## config.mk

```make
export PLATFORM = sky130hd
export DESIGN_NAME = glitch_pulse_gen
export DESIGN_NICKNAME = d
export VERILOG_FILES = /design/src/rtl/gp_pkg.sv /design/src/rtl/gp_sync.sv /design/src/rtl/gp_down_counter.sv /design/src/rtl/glitch_pulse_gen.sv
export SDC_FILE = /design/constraint.sdc
export NUM_CORES = 1
export LEC_CHECK = 0
export ABC_AREA = 1
export CAP_MARGIN = 25
export CORE_AREA = 2 2 127 129
export DETAILED_ROUTE_END_ITERATION = 7
export DIE_AREA = 0 0 129 131
export SLEW_MARGIN = 20
export SYNTH_ARGS = -nofsm -noshare
export SYNTH_HDL_FRONTEND = slang
export SYNTH_SLANG_ARGS = --single-unit
```

## constraint.sdc

```tcl
create_clock -name clk -period 4.3 [get_ports clk]
set_clock_uncertainty 0.2 [all_clocks]
set_input_delay 0.645 -clock clk [delete_from_list [all_inputs] [get_ports clk]]
set_output_delay 0.645 -clock clk [all_outputs]
set_load 0.05 [all_outputs]
```

## src/rtl/gp_pkg.sv

```systemverilog
package gp_pkg;
  typedef enum logic [3:0] {
    ST_LOAD_EDGES,
    ST_LOAD_OFFSET,
    ST_SEEK_LOW,
    ST_SEEK_HIGH,
    ST_LOAD_WIDTH,
    ST_OFFSET,
    ST_WIDTH,
    ST_HOLD,
    ST_DONE
  } gp_state_e;

  localparam logic [1:0] GP_OUT_REST = 2'b00;
  localparam logic [1:0] GP_OUT_CAPS = 2'b10;
  localparam logic [1:0] GP_OUT_FIRE = 2'b11;
endpackage

```

## src/rtl/gp_sync.sv

```systemverilog
module gp_sync #(
  parameter int STAGES = 2
) (
  input  logic clk,
  input  logic rst_n,
  input  logic d,
  output logic q
);
  logic [STAGES-1:0] sr;

  always_ff @(posedge clk or negedge rst_n) begin
    if (!rst_n) sr <= '0;
    else        sr <= {sr[STAGES-2:0], d};
  end

  assign q = sr[STAGES-1];

  initial begin
    assert (STAGES >= 2) else $error("gp_sync needs at least two stages");
  end
endmodule

```

## src/rtl/gp_down_counter.sv

```systemverilog
module gp_down_counter #(
  parameter int W = 32
) (
  input  logic         clk,
  input  logic         rst_n,
  input  logic         load,
  input  logic [W-1:0] load_val,
  input  logic         dec,
  output logic         is_zero
);
  logic [W-1:0] cnt;

  always_ff @(posedge clk or negedge rst_n) begin
    if (!rst_n)    cnt <= '0;
    else if (load) cnt <= load_val;
    else if (dec)  cnt <= cnt - 1'b1;
  end

  assign is_zero = (cnt == '0);

  // test-then-decrement means a zero count is never decremented
  p_no_underflow_r3: assert property (@(posedge clk) disable iff (!rst_n)
    (dec && !load) |-> !is_zero);
endmodule

```

## src/rtl/glitch_pulse_gen.sv

```systemverilog
module glitch_pulse_gen
  import gp_pkg::*;
#(
  parameter int DATA_W        = 32,
  parameter int SYNC_STAGES   = 2,
  parameter int HOLD_SETUP    = 1,
  parameter int HOLD_ITERS    = 32,
  parameter int HOLD_ITER_LEN = 41
) (
  input  logic              clk,
  input  logic              rst_n,
  input  logic              abort,
  input  logic              param_valid,
  output logic              param_ready,
  input  logic [DATA_W-1:0] param_data,
  input  logic              trig_in,
  input  logic              done_ack,
  output logic [1:0]        glitch_out,
  output logic              busy,
  output logic              done
);
  localparam int HOLD_CYCLES = HOLD_SETUP + HOLD_ITERS * HOLD_ITER_LEN;
  localparam int HOLD_W      = $clog2(HOLD_CYCLES + 1);
  localparam logic [HOLD_W-1:0] HOLD_LOAD = HOLD_W'(HOLD_CYCLES - 1);

  gp_state_e state, nxt;
  logic trig_s, hs;
  logic ld_cnt, dec_cnt, cnt_zero;
  logic ld_ofs, dec_ofs, ofs_zero;
  logic ld_hold, dec_hold, hold_zero;
  logic set_done, clr_done;

  gp_sync #(.STAGES(SYNC_STAGES)) u_trig_sync (
    .clk(clk), .rst_n(rst_n), .d(trig_in), .q(trig_s)
  );

  // shared by edge count and width: the two never overlap in time
  gp_down_counter #(.W(DATA_W)) u_main_cnt (
    .clk(clk), .rst_n(rst_n), .load(ld_cnt), .load_val(param_data),
    .dec(dec_cnt), .is_zero(cnt_zero)
  );

  gp_down_counter #(.W(DATA_W)) u_ofs_cnt (
    .clk(clk), .rst_n(rst_n), .load(ld_ofs), .load_val(param_data),
    .dec(dec_ofs), .is_zero(ofs_zero)
  );

  gp_down_counter #(.W(HOLD_W)) u_hold_cnt (
    .clk(clk), .rst_n(rst_n), .load(ld_hold), .load_val(HOLD_LOAD),
    .dec(dec_hold), .is_zero(hold_zero)
  );

  always_comb begin
    unique case (state)
      ST_LOAD_EDGES, ST_LOAD_OFFSET, ST_LOAD_WIDTH: param_ready = 1'b1;
      default:                                      param_ready = 1'b0;
    endcase
  end

  assign hs = param_valid && param_ready;

  always_comb begin
    nxt      = state;
    ld_cnt   = 1'b0;
    dec_cnt  = 1'b0;
    ld_ofs   = 1'b0;
    dec_ofs  = 1'b0;
    ld_hold  = 1'b0;
    dec_hold = 1'b0;
    set_done = 1'b0;
    clr_done = 1'b0;
    unique case (state)
      ST_LOAD_EDGES: if (hs) begin
        ld_cnt = 1'b1;
        nxt    = ST_LOAD_OFFSET;
      end
      ST_LOAD_OFFSET: if (hs) begin
        ld_ofs   = 1'b1;
        clr_done = 1'b1;
        nxt      = ST_SEEK_LOW;
      end
      ST_SEEK_LOW: if (!trig_s) nxt = ST_SEEK_HIGH;
      ST_SEEK_HIGH: if (trig_s) begin
        if (cnt_zero) nxt = ST_LOAD_WIDTH;
        else begin
          dec_cnt = 1'b1;
          nxt     = ST_SEEK_LOW;
        end
      end
      ST_LOAD_WIDTH: if (hs) begin
        ld_cnt = 1'b1;
        nxt    = ST_OFFSET;
      end
      ST_OFFSET: begin
        if (ofs_zero) nxt = ST_WIDTH;
        else          dec_ofs = 1'b1;
      end
      ST_WIDTH: begin
        if (cnt_zero) begin
          ld_hold = 1'b1;
          nxt     = ST_HOLD;
        end else dec_cnt = 1'b1;
      end
      ST_HOLD: begin
        if (hold_zero) begin
          set_done = 1'b1;
          nxt      = ST_DONE;
        end else dec_hold = 1'b1;
      end
      ST_DONE: if (done_ack) nxt = ST_LOAD_EDGES;
      default: nxt = ST_LOAD_EDGES;
    endcase
    if (abort) nxt = ST_LOAD_EDGES;
  end

  always_ff @(posedge clk or negedge rst_n) begin
    if (!rst_n) state <= ST_LOAD_EDGES;
    else        state <= nxt;
  end

  always_ff @(posedge clk or negedge rst_n) begin
    if (!rst_n)                 done <= 1'b0;
    else if (abort || clr_done) done <= 1'b0;
    else if (set_done)          done <= 1'b1;
  end

  always_comb begin
    unique case (state)
      ST_OFFSET, ST_HOLD: glitch_out = GP_OUT_CAPS;
      ST_WIDTH:           glitch_out = GP_OUT_FIRE;
      default:            glitch_out = GP_OUT_REST;
    endcase
  end

  assign busy = (state != ST_LOAD_EDGES);

  // pulse never fires without the capacitor bank disabled
  p_no_bare_pulse_r4: assert property (@(posedge clk) disable iff (!rst_n)
    glitch_out != 2'b01);

  // words are only taken while the outputs are at rest
  p_ready_at_rest_r1: assert property (@(posedge clk) disable iff (!rst_n)
    param_ready |-> (glitch_out == GP_OUT_REST));

  // completion follows the hold phase directly
  p_done_after_hold_r6: assert property (@(posedge clk) disable iff (!rst_n)
    $rose(done) |-> ($past(glitch_out) == GP_OUT_CAPS && glitch_out == GP_OUT_REST));

  // accepting the offset word clears the flag
  p_done_clear_r7: assert property (@(posedge clk) disable iff (!rst_n)
    (state == ST_LOAD_OFFSET && param_valid) |=> !done);

  // empty stream stalls the block
  p_stall_r8: assert property (@(posedge clk) disable iff (!rst_n)
    (param_ready && !param_valid && !abort) |=> ($stable(state) && $stable(glitch_out)));

  // abort returns everything to rest
  p_abort_r10: assert property (@(posedge clk) disable iff (!rst_n)
    abort |=> (glitch_out == GP_OUT_REST && !done && !busy));
endmodule

```

==> results of run 1 <==
-- critical path: stages, from the launching register on --
cell and delay (ns):
dfrtp_1 0.43, nor2_2 0.23, nand2_1 0.15, nand2_1 0.13
clkdlybuf4s50_1 0.81
-- routing by layer --
metal	up-vias	part of all wire [%]	track usage (%)
li1	3003	-	-
met1	2733	49	32.1
met2	142	44	35.4
met3	28	4.9	3.71
met4	0	2.4	7.67
met5	-	0	0
-- layout make-up --
cell class / instances / area, µm² / area share [%]
inverters: 87 / 327 / 4.69
clock inverters: 5 / 85.1 / 1.22
flip-flops and latches: 82 / 2050 / 29.5
clock buffers: 11 / 253 / 3.63
multi-input cells: 726 / 3520 / 50.5
repair buffers: 47 / 455 / 6.54
well taps: 216 / 270 / 3.88
-- stage by stage --
stage	setup slack, ns	utilization, %
2_1_floorplan	2.14	-
3_3_place_gp	1.44	42.5
3_5_place_dp	1.42	42.5
4_1_cts	1.35	44.6
5_1_grt	1.22	44.6
6_report	1.34	44.6
-- Yosys cell counts (all sizes together), types with 8 or more instances --
master    n
clkbuf    8
nand4    14
nand3   119
a21oi     9
nor2    169
inv      87
o21ai    46
o21bai    8
dfrtp    82
xor2     21
buf      16
o211ai   11
nand2   297
-- power by group --
part	internal (W)	switching, W	leakage (nW)
Clock	0.000544	0.000351	0.162
Sequential	0.00106	0.000362	1.05
Combinational	0.000749	0.00139	2.11
Total	0.00235	0.00211	3.32
-- flip-flops by register name, summed over array words and instances, names as in the netlist --
| signal | flops |
|---|---|
| u_trig_sync.sr | 2 |
| state | 4 |
| u_main_cnt.cnt | 32 |
| u_hold_cnt.cnt | 11 |
| u_ofs_cnt.cnt | 32 |
| done | 1 |
-- kinds of logic after synthesis --
logic type / Yosys count / share of synthesized area (%)
and+or+nand+nor: 615 / 44.0
buffers and inverters: 111 / 8.13
DFF: 82 / 33.8
AOI/OAI and AO/OA: 79 / 9.08
xor gates and xnor gates: 27 / 3.90
adders and majority gates: 5 / 1.03
-- path summary, 6_finish.rpt --
check	startpoint	to	slack (ns)	depth (start not counted)
worst min-delay path	u_trig_sync.sr[0]	u_trig_sync.sr[1]	0.15	0
max in group asynchronous	rst_n	done	2.88	2
worst min register to register	u_trig_sync.sr[0]	u_trig_sync.sr[1]	0.15	0
worst max register to register	u_ofs_cnt.cnt[0]	u_ofs_cnt.cnt[13]	1.51	9
min in group asynchronous	rst_n	u_ofs_cnt.cnt[17]	0.22	1
worst max-delay path	state[1]	param_ready	1.34	4
==> results.yml, run 1 <==
status:
  status: "complete, no violations"
routing:
  ant_nets: 0
  drcViolationCount: 0
  wire_per_inst_um: 15.2
  routed_wl_mm: 17.9
  vias: 5906
  drt_iter0_drc: 534
  vias_per_cell: 5.03
  first_pass_iters: 7
timing:
  rsz0062_at_grt: "no"
  tightest_slew_ns: 0.895
  final.min_clock_period_ns: 2.96
  maxSlewViolCount: 0
  fmax_mhz: 338
  finalSetupViolations: 0
  final_hold_viol_count: 0
  finalSetupTns_ns: 0
  finalCritPeriodShare_pct: 68.8
  hold_slack_ns: 0.150
  relSlewSlack_pct: 40.3
finish:
  instances_no_fill: 1174
  final_layout_size_suffix_gt1_share_pct: 7.72
  layout_common_cells: "290 x nand2_1, 152 x nor2_1, 118 x nand3_1"
  antennaDiodeCount: 0
  area_growth_pct: 14.8
  nets: 996
  fill_cells: 1634
  design_area_um2: 6960
  final_common_cell: "nand2_1"
synthesis:
  synth_area_leaders: "dfrtp_1 34%, nand2_1 18%, nand3_1 9.7%"
  synth_cells: 919
  ys_ff_latch: 82
  yosys_warnings: 0
  synth.distinct_cells: 40
  synth-main-ff-cell: "dfrtp_1"
  syn_area_um2: 6060
  async_flop_share_pct: 100
  synth_top_cell_by_area: "dfrtp_1"
  postSynthAreaPerCell_um2: 6.60
  synth_edf_count: 0
  yosysTopAreaCellShare_pct: 33.8
  synth_fp_nets: 962
  yosysSeqAreaShare_pct: 33.8
place:
  dpl_cell_area_um2: 6620
  port_buffers: 42
  place_inst: 1158
  place.gp.congestion: 0.904
  hpwl_mm: 13.0
global_route:
  track_usage_pct: 22.7
  grt_pass1_wl_mm: 29.5
  overflow: 0
  grt_pass1_vias: 5630
  grt_max_degree: 66
  grt_antenna_before_repair: 0
flow_run:
  cap_violations: 0
floorplanning:
  core-area_um2: 15600
  io_pins: 43
  die_h_um: 131
  die_x_um: 129
  die-area_um2: 16900
  rows: 46
  start_util_pct: 38.9
clock_tree:
  cts_tree: "yes"
  clock_path_buffers: 2
  cts_resized: 0
  cts-root-buf: "clkbuf_16"
  ctsHoldBuffers: 0
  h-tree-depth: 3
  clock_sinks: 82
  postCtsSetupBuffers: 0
  cts.clk_slew.worst_paths_ns: 0.07
  clk_latency_ns: 0.36
  cts_buffers: 9
pwr:
  p_leak_nw: 3.32
  vdd_ir_drop_max_mv: 0.368
  powerDensity_nw_per_um2: 641
  power_w: 0.00446
worst_setup_path:
  path_class: "register to output pin"
  start_kind: "register"
  worstPathMaxFanout: 5
  critical_path_arrival_ns: 2.11
  cp.required_ns: 3.45
  crit_path_end_kind: "output pin"
min_path:
  hp-class: "register to register"
(Power assumes the default switching activity.)
==> run 2: changes to the inputs <==
==> constraint.sdc (replaced) <==
create_clock -name clk -period 2.4 [get_ports clk]
set_clock_uncertainty 0.2 [all_clocks]
set_input_delay 0.36 -clock clk [delete_from_list [all_inputs] [get_ports clk]]
set_output_delay 0.36 -clock clk [all_outputs]
set_load 0.05 [all_outputs]
==> results.yml, run 2 (same netlist as run 1, synthesis figures left out) <==
place:
  place_ws_ns: 0.142
  port_buffers: 42
  place_inst: 1181
  place.gp.congestion: 0.958
  hpwl_mm: 13.9
worst_setup_path:
  start_kind: "register"
  worst-path-buf-inv: 2
  critical_path_arrival_ns: 2.27
  crit_path_max_incr_delay_ns: 0.40
  cp.required_ns: 2.44
  crit_family: "simple AND/OR/NAND/NOR gates"
  path_class: "register to register"
  cp_cell_sequence: "inv_1 > ha_1 > nand2_1 > nor2_2 > nand2_4 > nor2_8 > nor2_4 > nor2_8 > nand2_4 > buf_4 > nand2_1 > o21ai_2"
  worstPathMaxFanout: 14
  crit_path_end_kind: "register"
  crit_slowest_cell: "dfrtp_1"
pwr:
  powerDensity_nw_per_um2: 1150
  power_w: 0.00827
  vdd_ir_drop_max_mv: 0.680
  p_leak_nw: 3.46
routing:
  drcViolationCount: 0
  first_pass_iters: 5
  vias: 6140
  drt_iter0_drc: 487
  wire_per_inst_um: 15.3
  routed_wl_mm: 18.3
  vias_per_cell: 5.13
  ant_nets: 0
clock_tree:
  clock_sinks: 82
  cts_tree: "yes"
  cts.clk_slew.worst_paths_ns: 0.06
  clk_latency_ns: 0.35
  clock_path_buffers: 2
  h-tree-depth: 3
  cts-root-buf: "clkbuf_16"
  cts_buffers: 9
floorplanning:
  core-area_um2: 15600
  die-area_um2: 16900
  rows: 46
  start_util_pct: 38.9
  io_pins: 43
  die_x_um: 129
  die_h_um: 131
timing:
  final.min_clock_period_ns: 2.23
  maxSlewViolCount: 0
  fmax_mhz: 449
  finalSetupTns_ns: 0
  hold_slack_ns: 0.152
  final_hold_viol_count: 0
  finalCritPeriodShare_pct: 92.9
  relSlewSlack_pct: 63.3
  setup_ws_ns: 0.171
  tightest_slew_ns: 0.550
  finalSetupViolations: 0
  rsz0062_at_grt: "no"
global_route:
  track_usage_pct: 22.7
  overflow: 0
  grt_max_degree: 36
  grt_antenna_before_repair: 0
  grt_pass1_vias: 5730
  grt_pass1_wl_mm: 29.7
min_path:
  hp-class: "register to register"
finish:
  fill_cells: 1610
  layout_common_cells: "290 x nand2_1, 150 x nor2_1, 118 x nand3_1"
  top_regs: "u_main_cnt.cnt: 32 flops, u_ofs_cnt.cnt: 32 flops, u_hold_cnt.cnt: 11 flops"
  instances_no_fill: 1196
  seqCellArea_um2: 2050
  antennaDiodeCount: 0
  final_layout_size_suffix_gt1_share_pct: 10.2
  nets: 1020
  final_common_cell: "nand2_1"
  area_growth_pct: 18.4
  multiInputGateArea_um2: 3530
status:
  status: "complete, no violations"
flow_run:
  cap_violations: 0
[run 2: path summary, 6_finish.rpt]
| kind | startpoint | endpoint | slack, ns | cells past startpoint |
|---|---|---|---|---|
| worst max-delay path | u_main_cnt.cnt[0] | u_main_cnt.cnt[15] | 0.17 | 12 |
| worst min-delay path | u_trig_sync.sr[0] | u_trig_sync.sr[1] | 0.15 | 0 |
| worst max register to register | u_main_cnt.cnt[0] | u_main_cnt.cnt[15] | 0.17 | 12 |
| worst min register to register | u_trig_sync.sr[0] | u_trig_sync.sr[1] | 0.15 | 0 |
| max in group asynchronous | rst_n | u_main_cnt.cnt[4] | 1.07 | 3 |
| min in group asynchronous | rst_n | u_ofs_cnt.cnt[11] | 0.31 | 2 |
[run 2: metrics by stage]
stage,util (%),instance area (µm²)
2_1_floorplan,-,6060
3_3_place_gp,43.8,6820
3_5_place_dp,43.8,6820
4_1_cts,45.9,7160
5_1_grt,46.0,7180
6_report,46.0,7180
[run 2: worst register-to-register path: stages, from the launching register on]
cell and delay (ns):
dfrtp_1 0.40, inv_1 0.21, ha_1 0.19, nand2_1 0.08
nor2_2 0.17, nand2_4 0.09, nor2_8 0.15, nor2_4 0.06
nor2_8 0.09, nand2_4 0.15, buf_4 0.21, nand2_1 0.07
o21ai_2 0.05
[run 2: report_power, final]
part / internal (W) / switching, W / leakage [nW]
Combinational: 0.00153 / 0.00262 / 2.25
Sequential: 0.00190 / 0.000618 / 1.05
Clock: 0.00101 / 0.000597 / 0.162
Total: 0.00443 / 0.00384 / 3.46
[run 2: timing repair]
| item | in CTS | in global routing |
|---|---|---|
| endpoints found under the setup margin | 0 | 8 |
| hold buffers | 1 | 0 |
| endpoints found under the hold margin | 30 | 0 |
| buffers inserted | 0 | 0 |
| gates resized for setup | 0 | 5 |
[run 2: routing by layer]
metal	track usage [%]	share of wire (%)
met5	0	0
met4	8.70	2.9
met3	3.79	5.7
met2	37.1	46
met1	30.3	46
[run 2: area by class of cell]
type / count / area share (%)
tap: 216 / 3.77
clock buffer: 9 / 3.14
timing repair buffer: 71 / 9.35
multi-input combinational: 726 / 49.2
sequential: 82 / 28.6
clock inverter: 5 / 1.45
inverter: 87 / 4.55
==> run 3: changes to the inputs <==
--- a/config.mk
+++ b/config.mk
@@ -7,9 +7,9 @@
 export LEC_CHECK = 0
 export ABC_AREA = 1
 export CAP_MARGIN = 25
-export CORE_AREA = 2 2 127 129
+export CORE_AREA = 10 10 135 137
 export DETAILED_ROUTE_END_ITERATION = 7
-export DIE_AREA = 0 0 129 131
+export DIE_AREA = 0 0 145 147
 export SLEW_MARGIN = 20
 export SYNTH_ARGS = -nofsm -noshare
 export SYNTH_HDL_FRONTEND = slang
==> results.yml, run 3 (same netlist as run 1, synthesis figures left out) <==
global_route:
  grt_pass1_vias: 5817
  grt_max_degree: 46
  overflow: 0
  track_usage_pct: 17.6
  grt_pass1_wl_mm: 30.7
  grt_antenna_before_repair: 0
floorplanning:
  die-area_um2: 21300
  rows: 46
  die_x_um: 145
  die_h_um: 147
  start_util_pct: 38.9
  core-area_um2: 15600
  io_pins: 43
place:
  place_ws_ns: 0.0807
  place.gp.congestion: 0.926
  port_buffers: 42
  hpwl_mm: 14.1
worst_setup_path:
  crit_slowest_cell: "dfrtp_1"
  cp.required_ns: 2.49
  crit_path_max_incr_delay_ns: 0.40
  start_kind: "register"
  critical_path_arrival_ns: 2.28
  cpMostUsedCell: "nand2_1"
  worstPathMaxFanout: 9
  crit_path_end_kind: "register"
  cp_cell_sequence: "inv_1 > ha_1 > nand2_1 > nor2_2 > nand2_1 > xor2_1 > o21ai_0 > nand2_1 > nand2_1"
  path_class: "register to register"
clock_tree:
  cts-root-buf: "clkbuf_16"
  cts_buffers: 9
  cts_tree: "yes"
  h-tree-depth: 3
  clock_sinks: 82
  clk_latency_ns: 0.36
  clock_path_buffers: 2
  cts.clk_slew.worst_paths_ns: 0.06
timing:
  finalSetupViolations: 0
  fmax_mhz: 456
  rsz0062_at_grt: "yes"
  final_hold_viol_count: 0
  tightest_slew_ns: 0.505
  relSlewSlack_pct: 66.2
  final.min_clock_period_ns: 2.19
  setup_ws_ns: 0.209
  finalCritPeriodShare_pct: 91.3
  maxSlewViolCount: 0
finish:
  area_growth_pct: 18.2
  final_common_cell: "nand2_1"
  antennaDiodeCount: 0
  nets: 1023
  layout_common_cells: "290 x nand2_1, 152 x nor2_1, 118 x nand3_1"
  top_regs: "u_main_cnt.cnt: 32 flops, u_ofs_cnt.cnt: 32 flops, u_hold_cnt.cnt: 11 flops"
  utilization_pct: 45.9
  final_layout_size_suffix_gt1_share_pct: 10.4
  fill_cells: 1628
pwr:
  powerDensity_nw_per_um2: 1120
  p_leak_nw: 3.45
  vdd_ir_drop_max_mv: 0.551
routing:
  vias_per_cell: 5.00
  routed_wl_mm: 18.7
  vias: 6010
  drcViolationCount: 0
  drt_iter0_drc: 396
  ant_nets: 0
  wire_per_inst_um: 15.5
  first_pass_iters: 4
min_path:
  hp-class: "register to register"
status:
  status: "complete, no violations"
flow_run:
  cap_violations: 0
run 3: layout make-up:
class / instances / area (µm²) / share of cell area [%]
multi-input cells: 726 / 3530 / 49.3
flip-flops and latches: 82 / 2050 / 28.6
repair buffers: 74 / 677 / 9.45
inverters: 87 / 329 / 4.59
well taps: 216 / 270 / 3.77
clock buffers: 11 / 243 / 3.39
clock inverters: 5 / 62.6 / 0.873
run 3: metal layers:
metal	vias to the layer above	GRT usage (%)	part of all wire, %
li1	3058	-	-
met1	2768	23.3	46
met2	162	28.5	47
met3	22	3.62	5.6
met4	0	4.90	1.9
met5	-	0	0
run 3: where the power goes:
group	internal [W]	switching, W	total (W)
Clock	0.000841	0.000613	0.00145
Combinational	0.00147	0.00261	0.00408
Sequential	0.00190	0.000605	0.00250
run 3: worst max-delay path, delay by kind of cell, from the launching register on:
family	cells	cell delay, ns
compound gates	1	0.15
buf+inv	1	0.18
fa+ha+maj	1	0.26
flops	1	0.40
simple gates	5	0.79
xor+xnor	1	0.17
run 3: worst paths after layout:
kind,from,endpoint,slack [ns],cells past startpoint
max reg2reg,u_main_cnt.cnt[0],u_main_cnt.cnt[12],0.21,9
min,u_trig_sync.sr[0],u_trig_sync.sr[1],0.16,0
max,u_main_cnt.cnt[0],u_main_cnt.cnt[12],0.21,9
max in group asynchronous,rst_n,u_ofs_cnt.cnt[26],1.10,3
min reg2reg,u_trig_sync.sr[0],u_trig_sync.sr[1],0.16,0
min in group asynchronous,rst_n,u_ofs_cnt.cnt[3],0.30,2
run 3: timing repair:
action / 4_1_cts / 5_1_grt
gates cloned: 0 / 0
setup endpoints to repair: 1 / 31
hold endpoints to repair: 30 / 0
hold buffers: 1 / 0
buffers inserted: 0 / 2
gates resized for setup: 1 / 4
pin swaps: 0 / 1
run 3: metrics by stage:
step	cells	TNS (ns)	cell area [µm²]	hold WS (ns)	total power, W
after floorplan	919	0	6060	-0.136	0.00548
after global placement	1182	0	6810	0.133	0.00651
after detailed placement	1182	0	6810	0.147	0.00655
after CTS	1199	0	7120	0.162	0.00804
after global routing	1201	-0.0116	7160	0.169	0.00876
final	1201	0	7160	0.158	0.00804
